`src/rtl/uart_pkg.sv`:
```
package uart_pkg;

  localparam int DIV_W      = 16;
  localparam int FIFO_DEPTH = 8;
  localparam int CNT_W      = $clog2(FIFO_DEPTH + 1);
  localparam int MARK_W     = 3;

  localparam int OFF_TXDATA = 'h00;
  localparam int OFF_RXDATA = 'h04;
  localparam int OFF_TXCTRL = 'h08;
  localparam int OFF_RXCTRL = 'h0C;
  localparam int OFF_DIV    = 'h10;

  localparam int MARK_LSB   = 16;

  typedef enum logic [1:0] {
    RX_IDLE,
    RX_START,
    RX_DATA,
    RX_STOP
  } rx_state_e;

  // Bit period in cycles; anything below 2 is raised to 2.
  function automatic logic [DIV_W-1:0] bit_period(input logic [DIV_W-1:0] div);
    return (div < DIV_W'(2)) ? DIV_W'(2) : div;
  endfunction

  // Transmit watermark: occupancy strictly below the mark.
  function automatic logic below_mark(input logic [CNT_W-1:0] occ,
                                      input logic [MARK_W-1:0] mark);
    return occ < CNT_W'(mark);
  endfunction

  // Receive watermark: occupancy strictly above the mark.
  function automatic logic above_mark(input logic [CNT_W-1:0] occ,
                                      input logic [MARK_W-1:0] mark);
    return occ > CNT_W'(mark);
  endfunction

endpackage

```
`src/rtl/uart_fifo.sv`:
```
module uart_fifo #(
  parameter int WIDTH = 8,
  parameter int DEPTH = 8,
  localparam int PTR_W = (DEPTH > 1) ? $clog2(DEPTH) : 1,
  localparam int CNT_W = $clog2(DEPTH + 1)
) (
  input  logic             clk,
  input  logic             rst_n,
  input  logic             push,
  input  logic [WIDTH-1:0] wdata,
  input  logic             pop,
  output logic [WIDTH-1:0] rdata,
  output logic [CNT_W-1:0] count,
  output logic             full,
  output logic             empty
);

  logic [WIDTH-1:0] mem [DEPTH];
  logic [PTR_W-1:0] wp, rp;
  logic             do_push, do_pop;

  assign full    = (count == CNT_W'(DEPTH));
  assign empty   = (count == '0);
  assign do_push = push && !full;
  assign do_pop  = pop && !empty;
  assign rdata   = mem[rp];

  function automatic logic [PTR_W-1:0] next_ptr(input logic [PTR_W-1:0] p);
    return (p == PTR_W'(DEPTH - 1)) ? '0 : p + 1'b1;
  endfunction

  always_ff @(posedge clk) begin
    if (do_push) mem[wp] <= wdata;
  end

  always_ff @(posedge clk or negedge rst_n) begin
    if (!rst_n) begin
      wp    <= '0;
      rp    <= '0;
      count <= '0;
    end else begin
      if (do_push) wp <= next_ptr(wp);
      if (do_pop)  rp <= next_ptr(rp);
      case ({do_push, do_pop})
        2'b10:   count <= count + 1'b1;
        2'b01:   count <= count - 1'b1;
        default: count <= count;
      endcase
    end
  end

endmodule

```
`src/rtl/uart_tx_shift.sv`:
```
module uart_tx_shift
  import uart_pkg::*;
(
  input  logic             clk,
  input  logic             rst_n,
  input  logic [DIV_W-1:0] period,
  input  logic             start,
  input  logic [7:0]       data,
  output logic             busy,
  output logic             txd
);

  localparam int FRAME_BITS = 10;
  localparam int BIT_CNT_W  = $clog2(FRAME_BITS);

  logic [FRAME_BITS-1:0] shreg;
  logic [DIV_W-1:0]      cyc;
  logic [BIT_CNT_W-1:0]  bitn;
  logic                  bit_end;

  assign bit_end = (cyc == period - 1'b1);
  assign txd     = busy ? shreg[0] : 1'b1;

  always_ff @(posedge clk or negedge rst_n) begin
    if (!rst_n) begin
      busy  <= 1'b0;
      shreg <= '1;
      cyc   <= '0;
      bitn  <= '0;
    end else if (start && !busy) begin
      busy  <= 1'b1;
      shreg <= {1'b1, data, 1'b0};
      cyc   <= '0;
      bitn  <= '0;
    end else if (busy) begin
      if (bit_end) begin
        cyc <= '0;
        if (bitn == BIT_CNT_W'(FRAME_BITS - 1)) begin
          busy <= 1'b0;
        end else begin
          shreg <= {1'b1, shreg[FRAME_BITS-1:1]};
          bitn  <= bitn + 1'b1;
        end
      end else begin
        cyc <= cyc + 1'b1;
      end
    end
  end

endmodule

```
`src/rtl/uart_rx_shift.sv`:
```
module uart_rx_shift
  import uart_pkg::*;
(
  input  logic             clk,
  input  logic             rst_n,
  input  logic [DIV_W-1:0] period,
  input  logic             enable,
  input  logic             rxd_async,
  output logic             valid,
  output logic [7:0]       data
);

  logic             sync1, sync2;
  rx_state_e        state;
  logic [DIV_W-1:0] cyc;
  logic [2:0]       bitn;
  logic [DIV_W-1:0] half;
  logic             bit_end, mid_start;

  assign half      = period >> 1;
  assign bit_end   = (cyc == period - 1'b1);
  assign mid_start = (cyc == half - 1'b1);

  always_ff @(posedge clk or negedge rst_n) begin
    if (!rst_n) begin
      sync1 <= 1'b1;
      sync2 <= 1'b1;
    end else begin
      sync1 <= rxd_async;
      sync2 <= sync1;
    end
  end

  always_ff @(posedge clk or negedge rst_n) begin
    if (!rst_n) begin
      state <= RX_IDLE;
      cyc   <= '0;
      bitn  <= '0;
      data  <= '0;
      valid <= 1'b0;
    end else begin
      valid <= 1'b0;
      if (!enable) begin
        state <= RX_IDLE;
        cyc   <= '0;
      end else begin
        case (state)
          RX_IDLE: begin
            cyc <= '0;
            if (!sync2) state <= RX_START;
          end
          RX_START: begin
            if (mid_start) begin
              cyc   <= '0;
              bitn  <= '0;
              state <= sync2 ? RX_IDLE : RX_DATA;
            end else begin
              cyc <= cyc + 1'b1;
            end
          end
          RX_DATA: begin
            if (bit_end) begin
              cyc  <= '0;
              data <= {sync2, data[7:1]};
              if (bitn == 3'd7) state <= RX_STOP;
              else              bitn  <= bitn + 1'b1;
            end else begin
              cyc <= cyc + 1'b1;
            end
          end
          RX_STOP: begin
            if (bit_end) begin
              valid <= sync2;
              state <= RX_IDLE;
              cyc   <= '0;
            end else begin
              cyc <= cyc + 1'b1;
            end
          end
          default: state <= RX_IDLE;
        endcase
      end
    end
  end

endmodule

```
`src/rtl/uart_chan_en.sv`:
```
module uart_chan_en
  import uart_pkg::*;
#(
  parameter int ADDR_W    = 5,
  parameter int DIV_RESET = 16
) (
  input  logic              clk,
  input  logic              rst_n,
  input  logic              bus_sel,
  input  logic              bus_wr,
  input  logic [ADDR_W-1:0] bus_addr,
  input  logic [31:0]       bus_wdata,
  output logic [31:0]       bus_rdata,
  output logic              txd,
  input  logic              rxd,
  output logic              irq_tx,
  output logic              irq_rx
);

  localparam logic [ADDR_W-1:0] A_TXDATA = ADDR_W'(OFF_TXDATA);
  localparam logic [ADDR_W-1:0] A_RXDATA = ADDR_W'(OFF_RXDATA);
  localparam logic [ADDR_W-1:0] A_TXCTRL = ADDR_W'(OFF_TXCTRL);
  localparam logic [ADDR_W-1:0] A_RXCTRL = ADDR_W'(OFF_RXCTRL);
  localparam logic [ADDR_W-1:0] A_DIV    = ADDR_W'(OFF_DIV);
  localparam int               MARK_MSB = MARK_LSB + MARK_W - 1;

  logic              tx_en, rx_en;
  logic [MARK_W-1:0] tx_mark, rx_mark;
  logic [DIV_W-1:0]  div_reg, period;

  logic              wr_any, rd_any;
  logic              tx_push, tx_start, tx_busy, tx_full, tx_empty;
  logic [7:0]        tx_head;
  logic [CNT_W-1:0]  tx_count;
  logic              rx_valid, rx_push, rx_pop, rx_full, rx_empty;
  logic [7:0]        rx_byte, rx_head;
  logic [CNT_W-1:0]  rx_count;
  logic              unused_wdata;

  assign unused_wdata = ^bus_wdata[31:MARK_MSB+1];

  assign wr_any   = bus_sel && bus_wr;
  assign rd_any   = bus_sel && !bus_wr;
  assign period   = bit_period(div_reg);

  assign tx_push  = wr_any && (bus_addr == A_TXDATA);
  assign tx_start = tx_en && !tx_busy && !tx_empty;
  assign rx_pop   = rd_any && (bus_addr == A_RXDATA) && !rx_empty;
  assign rx_push  = rx_valid && !rx_full;

  assign irq_tx   = below_mark(tx_count, tx_mark);
  assign irq_rx   = above_mark(rx_count, rx_mark);

  always_ff @(posedge clk or negedge rst_n) begin
    if (!rst_n) begin
      tx_en   <= 1'b0;
      rx_en   <= 1'b0;
      tx_mark <= '0;
      rx_mark <= '0;
      div_reg <= DIV_W'(DIV_RESET);
    end else if (wr_any) begin
      case (bus_addr)
        A_TXCTRL: begin
          tx_en   <= bus_wdata[0];
          tx_mark <= bus_wdata[MARK_MSB:MARK_LSB];
        end
        A_RXCTRL: begin
          rx_en   <= bus_wdata[0];
          rx_mark <= bus_wdata[MARK_MSB:MARK_LSB];
        end
        A_DIV:   div_reg <= bus_wdata[DIV_W-1:0];
        default: ;
      endcase
    end
  end

  always_comb begin
    bus_rdata = '0;
    if (rd_any) begin
      case (bus_addr)
        A_TXDATA: bus_rdata[31] = tx_full;
        A_RXDATA: begin
          bus_rdata[31]  = rx_empty;
          bus_rdata[7:0] = rx_empty ? 8'h00 : rx_head;
        end
        A_TXCTRL: begin
          bus_rdata[0]                 = tx_en;
          bus_rdata[MARK_MSB:MARK_LSB] = tx_mark;
        end
        A_RXCTRL: begin
          bus_rdata[0]                 = rx_en;
          bus_rdata[MARK_MSB:MARK_LSB] = rx_mark;
        end
        A_DIV:   bus_rdata[DIV_W-1:0] = div_reg;
        default: bus_rdata = '0;
      endcase
    end
  end

  uart_fifo #(.WIDTH(8), .DEPTH(FIFO_DEPTH)) u_tx_fifo (
    .clk   (clk),
    .rst_n (rst_n),
    .push  (tx_push),
    .wdata (bus_wdata[7:0]),
    .pop   (tx_start),
    .rdata (tx_head),
    .count (tx_count),
    .full  (tx_full),
    .empty (tx_empty)
  );

  uart_tx_shift u_tx (
    .clk    (clk),
    .rst_n  (rst_n),
    .period (period),
    .start  (tx_start),
    .data   (tx_head),
    .busy   (tx_busy),
    .txd    (txd)
  );

  uart_rx_shift u_rx (
    .clk       (clk),
    .rst_n     (rst_n),
    .period    (period),
    .enable    (rx_en),
    .rxd_async (rxd),
    .valid     (rx_valid),
    .data      (rx_byte)
  );

  uart_fifo #(.WIDTH(8), .DEPTH(FIFO_DEPTH)) u_rx_fifo (
    .clk   (clk),
    .rst_n (rst_n),
    .push  (rx_push),
    .wdata (rx_byte),
    .pop   (rx_pop),
    .rdata (rx_head),
    .count (rx_count),
    .full  (rx_full),
    .empty (rx_empty)
  );

endmodule

```
`config.mk`:
```
export PLATFORM = sky130hd
export DESIGN_NAME = uart_chan_en
export DESIGN_NICKNAME = d
export VERILOG_FILES = /design/src/rtl/uart_pkg.sv /design/src/rtl/uart_fifo.sv /design/src/rtl/uart_tx_shift.sv /design/src/rtl/uart_rx_shift.sv /design/src/rtl/uart_chan_en.sv
export SDC_FILE = /design/constraint.sdc
export NUM_CORES = 1
export LEC_CHECK = 0
export CORE_MARGIN = 3
export CORE_UTILIZATION = 55
export CTS_CLUSTER_DIAMETER = 80
export DETAILED_ROUTE_END_ITERATION = 10
export DONT_BUFFER_PORTS = 1
export PLACE_DENSITY = 0.78
export SETUP_SLACK_MARGIN = 0.2
export SLEW_MARGIN = 30
export SYNTH_ARGS = -nofsm -noshare
export SYNTH_HDL_FRONTEND = slang
export SYNTH_HIERARCHICAL = 1
export SYNTH_SLANG_ARGS = --single-unit
```
`constraint.sdc`:
```
create_clock -name clk -period 6.99 [get_ports clk]
set_input_delay 1.0485 -clock clk [delete_from_list [all_inputs] [get_ports clk]]
set_output_delay 1.0485 -clock clk [all_outputs]
set_load 0.01 [all_outputs]
```
* Word level (Yosys, flattened, before mapping) *
Memory sizes are Yosys's and may differ from the RTL's.
Index checks and enable logic that the tools add are counted.

operators by class
  add/sub/neg operators = 14
  magnitude comparators = 3
  equality and inequality tests = 31
  muxes and demuxes = 53
  reductions and logical operators = 36

operator list
  operator                                                                        count
  16-bit 2-to-1 mux                                                               7
  16-bit equality test                                                            3
  16-bit case mux with 3 select lines                                             1
  10-bit 2-to-1 mux                                                               4
  16-bit by 1-bit adder with 16-bit output (second input constant)                2
  32-bit 2-to-1 mux                                                               1
  3-bit 2-to-1 mux                                                                7
  16-bit by 2-bit less-than comparator with 1-bit output (second input constant)  1
  4-bit 2-to-1 mux                                                                4
  8-bit 2-to-1 mux                                                                2
  4-bit case mux with 2 select lines                                              2
  15-bit by 1-bit subtractor with 16-bit output (second input constant)           1
  16-bit by 1-bit subtractor with 16-bit output (second input constant)           1
  3-bit by 1-bit adder with 3-bit output (second input constant)                  5
  3-bit equality test (second input constant)                                     5
  2-bit 2-to-1 mux                                                                7
  7-bit case mux with 2 select lines                                              1
  1-bit logical AND                                                               13
  4-bit by 1-bit adder with 4-bit output (second input constant)                  3
  4-bit equality test (second input constant)                                     3
  1-bit 2-to-1 mux                                                                12
  3-bit by 2-bit != test with 1-bit output (second input constant)                4
  3-bit case mux with 2 select lines                                              2
  5-bit by 4-bit equality test with 1-bit output (second input constant)          2
  other kinds (22)                                                                44

word-level totals
  register bits = 107
  bits in writable memories = 128
  input bits = 42
  output and inout bits = 35
  word-level logic and storage cells = 161
  memories kept = 2

memory list
  name           words  bits a word  rd ports  clocked after memory_dff  wr ports  RTL line         text
  u_rx_fifo.mem  8      8            1         0                         1         uart_fifo.sv:18  logic [WIDTH-1:0] mem [DEPTH];
  u_tx_fifo.mem  8      8            1         0                         1         uart_fifo.sv:18

* Logic depth before layout (Yosys ltp) *
  depth after elaboration = 7
  gate-level depth with buffers = 14
  mapped depth without buffers = 13

* By module *
The synthesis kept the hierarchy.

by module, submodules not included
  module                 instances  cells an instance  area each (um^2)  seq. area each (um^2)
  uart_fifo (u_rx_fifo)  1          163                3216.8            2172.1
  uart_fifo (u_tx_fifo)  1          161                3179.3            2172.1
  uart_rx_shift          1          287                2531.2            803.3
  uart_tx_shift          1          250                2190.9            762.0
  uart_chan_en           1          161                1644.1            601.8

* Least setup slack after synthesis *
OpenSTA, ideal clock, no wires.

  path type = input to register
  start point = input port bus_addr[4]
  end point = register u_rx_fifo.count[3]
  library setup time = 0.134 ns
  arrival time = 3.743 ns
  data required time = 6.856 ns
  setup slack = 3.113 ns
  cell stages on the path = 10
  path buffers = 0
  cells stage by stage = or4_4 -> nor3b_4 -> nor2b_1 -> o41ai_4 -> inv_1 -> ha_1 -> ha_1 -> or4b_2 -> o311ai_0 -> o211ai_1

on the way
  longest elaborated chain between the ends = 6
  elaborated cells between the ends (all ways) = 8
  classes of those cells = 3 x eq/ne; 1 x mux; 4 x reduce/logical

RTL lines
  element                                                                                RTL line            text
  start: declaration                                                                     uart_chan_en.sv:11  input logic [ADDR_W-1:0] bus_addr,
  5-bit by 3-bit equality test with 1-bit output (*)                                     uart_chan_en.sv:48  assign rx_pop = rd_any && (bus_addr == A_RXDATA) && !rx_empty;
  1-bit logical AND (*) (2 in series)                                                    uart_chan_en.sv:48
  net rx_pop                                                                             uart_chan_en.sv:35  logic rx_valid, rx_push, rx_pop, rx_full, rx_empty;
  1-bit logical AND (*)                                                                  uart_fifo.sv:25     assign do_pop = pop && !empty;
  net u_rx_fifo.do_pop                                                                   uart_fifo.sv:20     logic do_push, do_pop;
  2-bit by 1-bit equality test with 1-bit output or 2-bit equality test (tied branches)  uart_fifo.sv:44     case ({do_push, do_pop})
  4-bit case mux with 2 select lines or 2-bit nonzero test (tied branches)               --
  end signal: assignment                                                                 uart_fifo.sv:45     2'b10: count <= count + 1'b1;
  end signal: assignment                                                                 uart_fifo.sv:46     2'b01: count <= count - 1'b1;
  end signal: assignment                                                                 uart_fifo.sv:47     default: count <= count;
  end: declaration                                                                       uart_fifo.sv:13     output logic [CNT_W-1:0] count,

The timed path passes the listed nets; every way through them passes the cells marked *.
A chain may end at the register's enable or synchronous reset.

* Worst setup path after layout *
  start point = register div_reg[11]
  end point = register u_rx.cyc[2]

on the way
  longest elaborated chain between the ends = 7
  elaborated cells between the ends (all ways) = 10
  classes of those cells = 2 x add/sub; 1 x order compare; 2 x eq/ne; 5 x mux

RTL lines
  element                                                 RTL line                                  text
  start: declaration                                      uart_chan_en.sv:29                        logic [DIV_W-1:0] div_reg, period;
  start signal: assignment                                uart_chan_en.sv:60                        div_reg <= DIV_W'(DIV_RESET);
  start signal: assignment                                uart_chan_en.sv:71                        A_DIV: div_reg <= bus_wdata[DIV_W-1:0];
  16-bit by 2-bit less-than comparator with 1-bit output  uart_pkg.sv:25                            return (div < DIV_W'(2)) ? DIV_W'(2) : div;
  16-bit 2-to-1 mux                                       uart_pkg.sv:25
  net period[0]                                           uart_chan_en.sv:29
  16-bit by 1-bit subtractor with 16-bit output           uart_rx_shift.sv:21                       assign bit_end = (cyc == period - 1'b1);
  16-bit equality test                                    uart_rx_shift.sv:21
  16-bit 2-to-1 mux                                       uart_rx_shift.sv:62, uart_rx_shift.sv:72
  16-bit case mux with 3 select lines                     uart_rx_shift.sv:47                       case (state)
  16-bit 2-to-1 mux                                       uart_rx_shift.sv:43                       if (!enable) begin
  end signal: assignment                                  uart_rx_shift.sv:58                       cyc <= cyc + 1'b1;
  end signal: assignment                                  uart_rx_shift.sv:68                       cyc <= cyc + 1'b1;
  end signal: assignment                                  uart_rx_shift.sv:77                       cyc <= cyc + 1'b1;
  end: declaration                                        uart_rx_shift.sv:15                       logic [DIV_W-1:0] cyc;

The timed path passes the listed nets, and every way through them passes these cells.

==> summary.txt <==
Critical path
  – Startpoint types: flip-flop
  – Kind of critical path: flip-flop to flip-flop
  – CP max FO: 16
  – Worst setup EP type: flip-flop
  – Worst path slowest cell: dfrtp_1
  – Crit-path max cell delay: about 0.6 ns
  – CP delay by family, top: simple AND/OR/NAND/NOR gates
  – Arrival time worst endpoint: between 4 and 5 ns
  – Critical-path cell list: nor4_1 > nand4_1 > and2_1 > inv_1 > ha_1 > nor3b_1 > nand2_1 > o311ai_0 > nor2_1 > nor4_4 > a21boi_1 > o21ai_2 > nor2_1
  – Reg2reg start: div_reg[11]$_DFFE_PN0P_
  – Cell mode on critical path: nor2_1
  – Crit path buf inv count: 1
  – R2r setup slk: 2.49 ns
  – Worst EP required: roughly 7.4 ns
  – R2R Path End: u_rx/cyc[2]$_DFF_PN0_
  – Worst R2R Path Depth: 13

Layout
  – Most frequent cells in the layout: edfxtp_1 (128), dfrtp_1 (92), nor2_1 (67)
  – # diodes: 0
  – Largest regs: u_rx_fifo/mem x64, u_tx_fifo/mem x64
  – Non-filler instance count after layout: approximately 1300
  – Final instance area: between 0.01 and 0.015 mm^2
  – Nets: 1065
  – Layout cells sized above 1: around 17%
  – Fillers: about 1800
  – Area of the multi-input gates: 0.005699 mm^2
  – Area growth, synth to finish: 6.794%
  – Commonest non-fill, non-tap cell in the layout: edfxtp_1
  – Register area: 0.006514 mm^2

Routing
  – Routed Antenna Nets: 0
  – Via Count: about 8000
  – WL/cell: 19.58 um
  – Drt pass-1 iters: 5
  – Residual DRC: 0
  – Initial DRC count: about 470
  – Vias per cell: ~6.0
  – WL final: between 20 and 30 mm

Global routing
  – GR Util All Layers: 20.47%
  – Antenna violations before repair: 1
  – Overflow after GRT: 0
  – First-pass GRT wire length: slightly above 40 mm
  – Vias in the first global route: ~7700
  – Largest net degree at the start of global routing: about 110

Logic synthesis
  – Cells after synthesis: 1022
  – Fraction of registers with async set/reset: between 40% and 50%
  – Syn avg cell area: 12.49 um^2
  – Distinct cells, synth: 87
  – Post-synth EDFFs: 128
  – Synth Register Bits: around 230
  – Seq/Total Area, Yosys: 51.02%
  – Most used DFF post-synth: edfxtp_1
  – Post-Syn Area: between 0.01 and 0.015 mm^2
  – Synth warnings: 6

Pwr
  – Internal power: between 2 and 3 mW
  – Share of power burned in registers: about 45%
  – Switching portion of total power: approximately 30%
  – Combinational power share: between 20% and 30%
  – P per Cell Area: 289.4 mW/mm^2
  – Psw: roughly 1.2 mW
  – P_leak: between 5 and 6 nW
  – Clock power share: between 30% and 40%
  – VDD IR max: 215.3 uV
  – Design Power: between 3 and 4 mW

Clock tree
  – # hold bufs at CTS: 0
  – CTS tree: yes
  – CTS Buf Count: 25
  – Setup Fix Bufs, Post-CTS: 0
  – Worst-Skew Late Latency: between 0.5 and 0.6 ns
  – Post-cts resize count: 0
  – CTS H-tree lvls: 1
  – Worst-path clk slew: 0.06 ns
  – Bufs on Longest Clock Path: 3
  – CTS Root Cell: clkbuf_16
  – Sink Count: 234

Timing
  – RSZ-0062 raised after global routing: false
  – Setup violators final: 0
  – Setup TNS: 0 ns
  – Clock skew: about 0.013 ns
  – Relative slew slack: 38.95%
  – Final hold slack: roughly 0.23 ns
  – Min Tclk post-route: approximately 4.5 ns
  – Max-slew violations: 0
  – Fin crit share: about 64%
  – Max Clock Freq: 222.4 MHz
  – Final hold vios: 0
  – Slew of the pin with the lowest slew margin: roughly 0.9 ns

Placed design
  – Gpl congestion: 0.8356
  – Placed instance area: about 0.013 mm^2
  – DP Cell Count: ~1300
  – PortBufs: 0
  – Dpl hpwl: between 15 and 20 mm

Floorplanning
  – Die width: roughly 160 um
  – Cell Rows: between 50 and 60
  – Die height: between 150 and 200 um
  – Initial core utilization: 56.20%
  – Die area: roughly 0.025 mm^2
  – # IOs: 77
  – Core area: 0.02271 mm^2

Hold path
  – Min-delay worst type: primary input to asynchronous set/reset pin

Run
  – Max Cap Viol: 0

Outcome
  – Run status: completed
## worst max path at each step
stage / startpoint / end / slack [ns] / cells after the start
after floorplan: bus_addr[4] / u_rx_fifo/count[3]$_DFFE_PN0P_ / 3.11 / 10
after global placement: div_reg[9]$_DFFE_PN0P_ / u_tx/cyc[13]$_DFFE_PN0P_ / 2.32 / 10
after detailed placement: div_reg[12]$_DFFE_PN0P_ / u_tx/bitn[3]$_DFFE_PN0P_ / 2.55 / 10
after CTS: div_reg[12]$_DFFE_PN0P_ / u_tx/bitn[3]$_DFFE_PN0P_ / 2.54 / 10
after global routing: div_reg[12]$_DFFE_PN0P_ / u_rx/cyc[4]$_DFF_PN0_ / 2.20 / 13
final: div_reg[11]$_DFFE_PN0P_ / u_rx/cyc[2]$_DFF_PN0_ / 2.49 / 13
## Yosys cell counts, drive strengths merged, types with 4 or more instances
master	number	area share, %
nand3b	5	0.29
and2	12	0.61
a31oi	7	0.34
nor3b	23	1.5
nand2	47	1.6
and3	13	0.68
a21o	14	0.82
a21boi	4	0.24
nand4	14	0.69
o211ai	6	0.35
mux2	60	6.1
or4b	7	0.61
inv	39	1.1
dfrtp	94	18
o41ai	4	0.63
edfxtp	128	30
or2	4	0.20
or3	6	0.29
nor4	27	1.6
nor2b	14	0.71
a21oi	14	0.55
nand3	27	1.1
clkbuf	37	1.1
mux4	32	6.1
a22oi	7	0.41
nor3	31	1.2
nor2	68	2.1
mux2i	16	1.3
buf	38	2.5
or4	8	0.59
xnor2	47	3.2
o21ai	38	1.5
nand2b	22	1.1
ha	28	2.7
xor2	30	2.1
dfstp	12	2.5
## final cells by class
class	instances	area share, %
flip-flops and latches	234	47.79
clock buffers	33	5.031
repair buffers	8	0.4682
clock inverters	13	1.203
multi-input cells	685	41.82
well taps	285	2.616
inverters	39	1.074
## cell families (layout without fill, tap and decap cells)
kind of cell | after synthesis | count (layout) | synth area share, %
AND/OR/NAND/NOR | 335 | 335 | 15.44
adder cells (fa/ha/maj) | 30 | 30 | 3.059
buffers and inverters | 114 | 93 | 4.784
AO/OA/AOI/OAI | 123 | 123 | 6.892
other | 1 | 12 | 0.02938
multiplexers | 108 | 108 | 13.49
XOR/XNOR | 77 | 77 | 5.284
flip-flops | 234 | 234 | 51.02
## metrics by stage
step                      setup slack, ns  util (%)
after global routing                2.197     60.02
after detailed placement            2.548     56.27
after global placement              2.320     56.14
final                               2.493     60.02
after floorplan                     3.113         -
after CTS                           2.537     60.01
## per-layer routing
| layer | up-vias | routed length, um | global-route usage, % |
|---|---|---|---|
| met5 | - | 20 | 0 |
| met4 | 2 | 543 | 5.285 |
| met3 | 44 | 1412 | 4.539 |
| met2 | 155 | 12870 | 35.27 |
| met1 | 3933 | 10540 | 26.50 |
| li1 | 3702 | - | - |
## power by group through the flow
stage,sequential (mW),clock [mW],combinational (mW)
6_report,1.78,1.35,0.814
5_1_grt,1.80,1.44,0.898
4_1_cts,1.78,1.38,0.812
3_5_place_dp,1.80,0,0.805
3_3_place_gp,1.79,0,0.769
2_1_floorplan,1.65,0,0.812
Note: power is estimated with default switching activity, not from simulation.
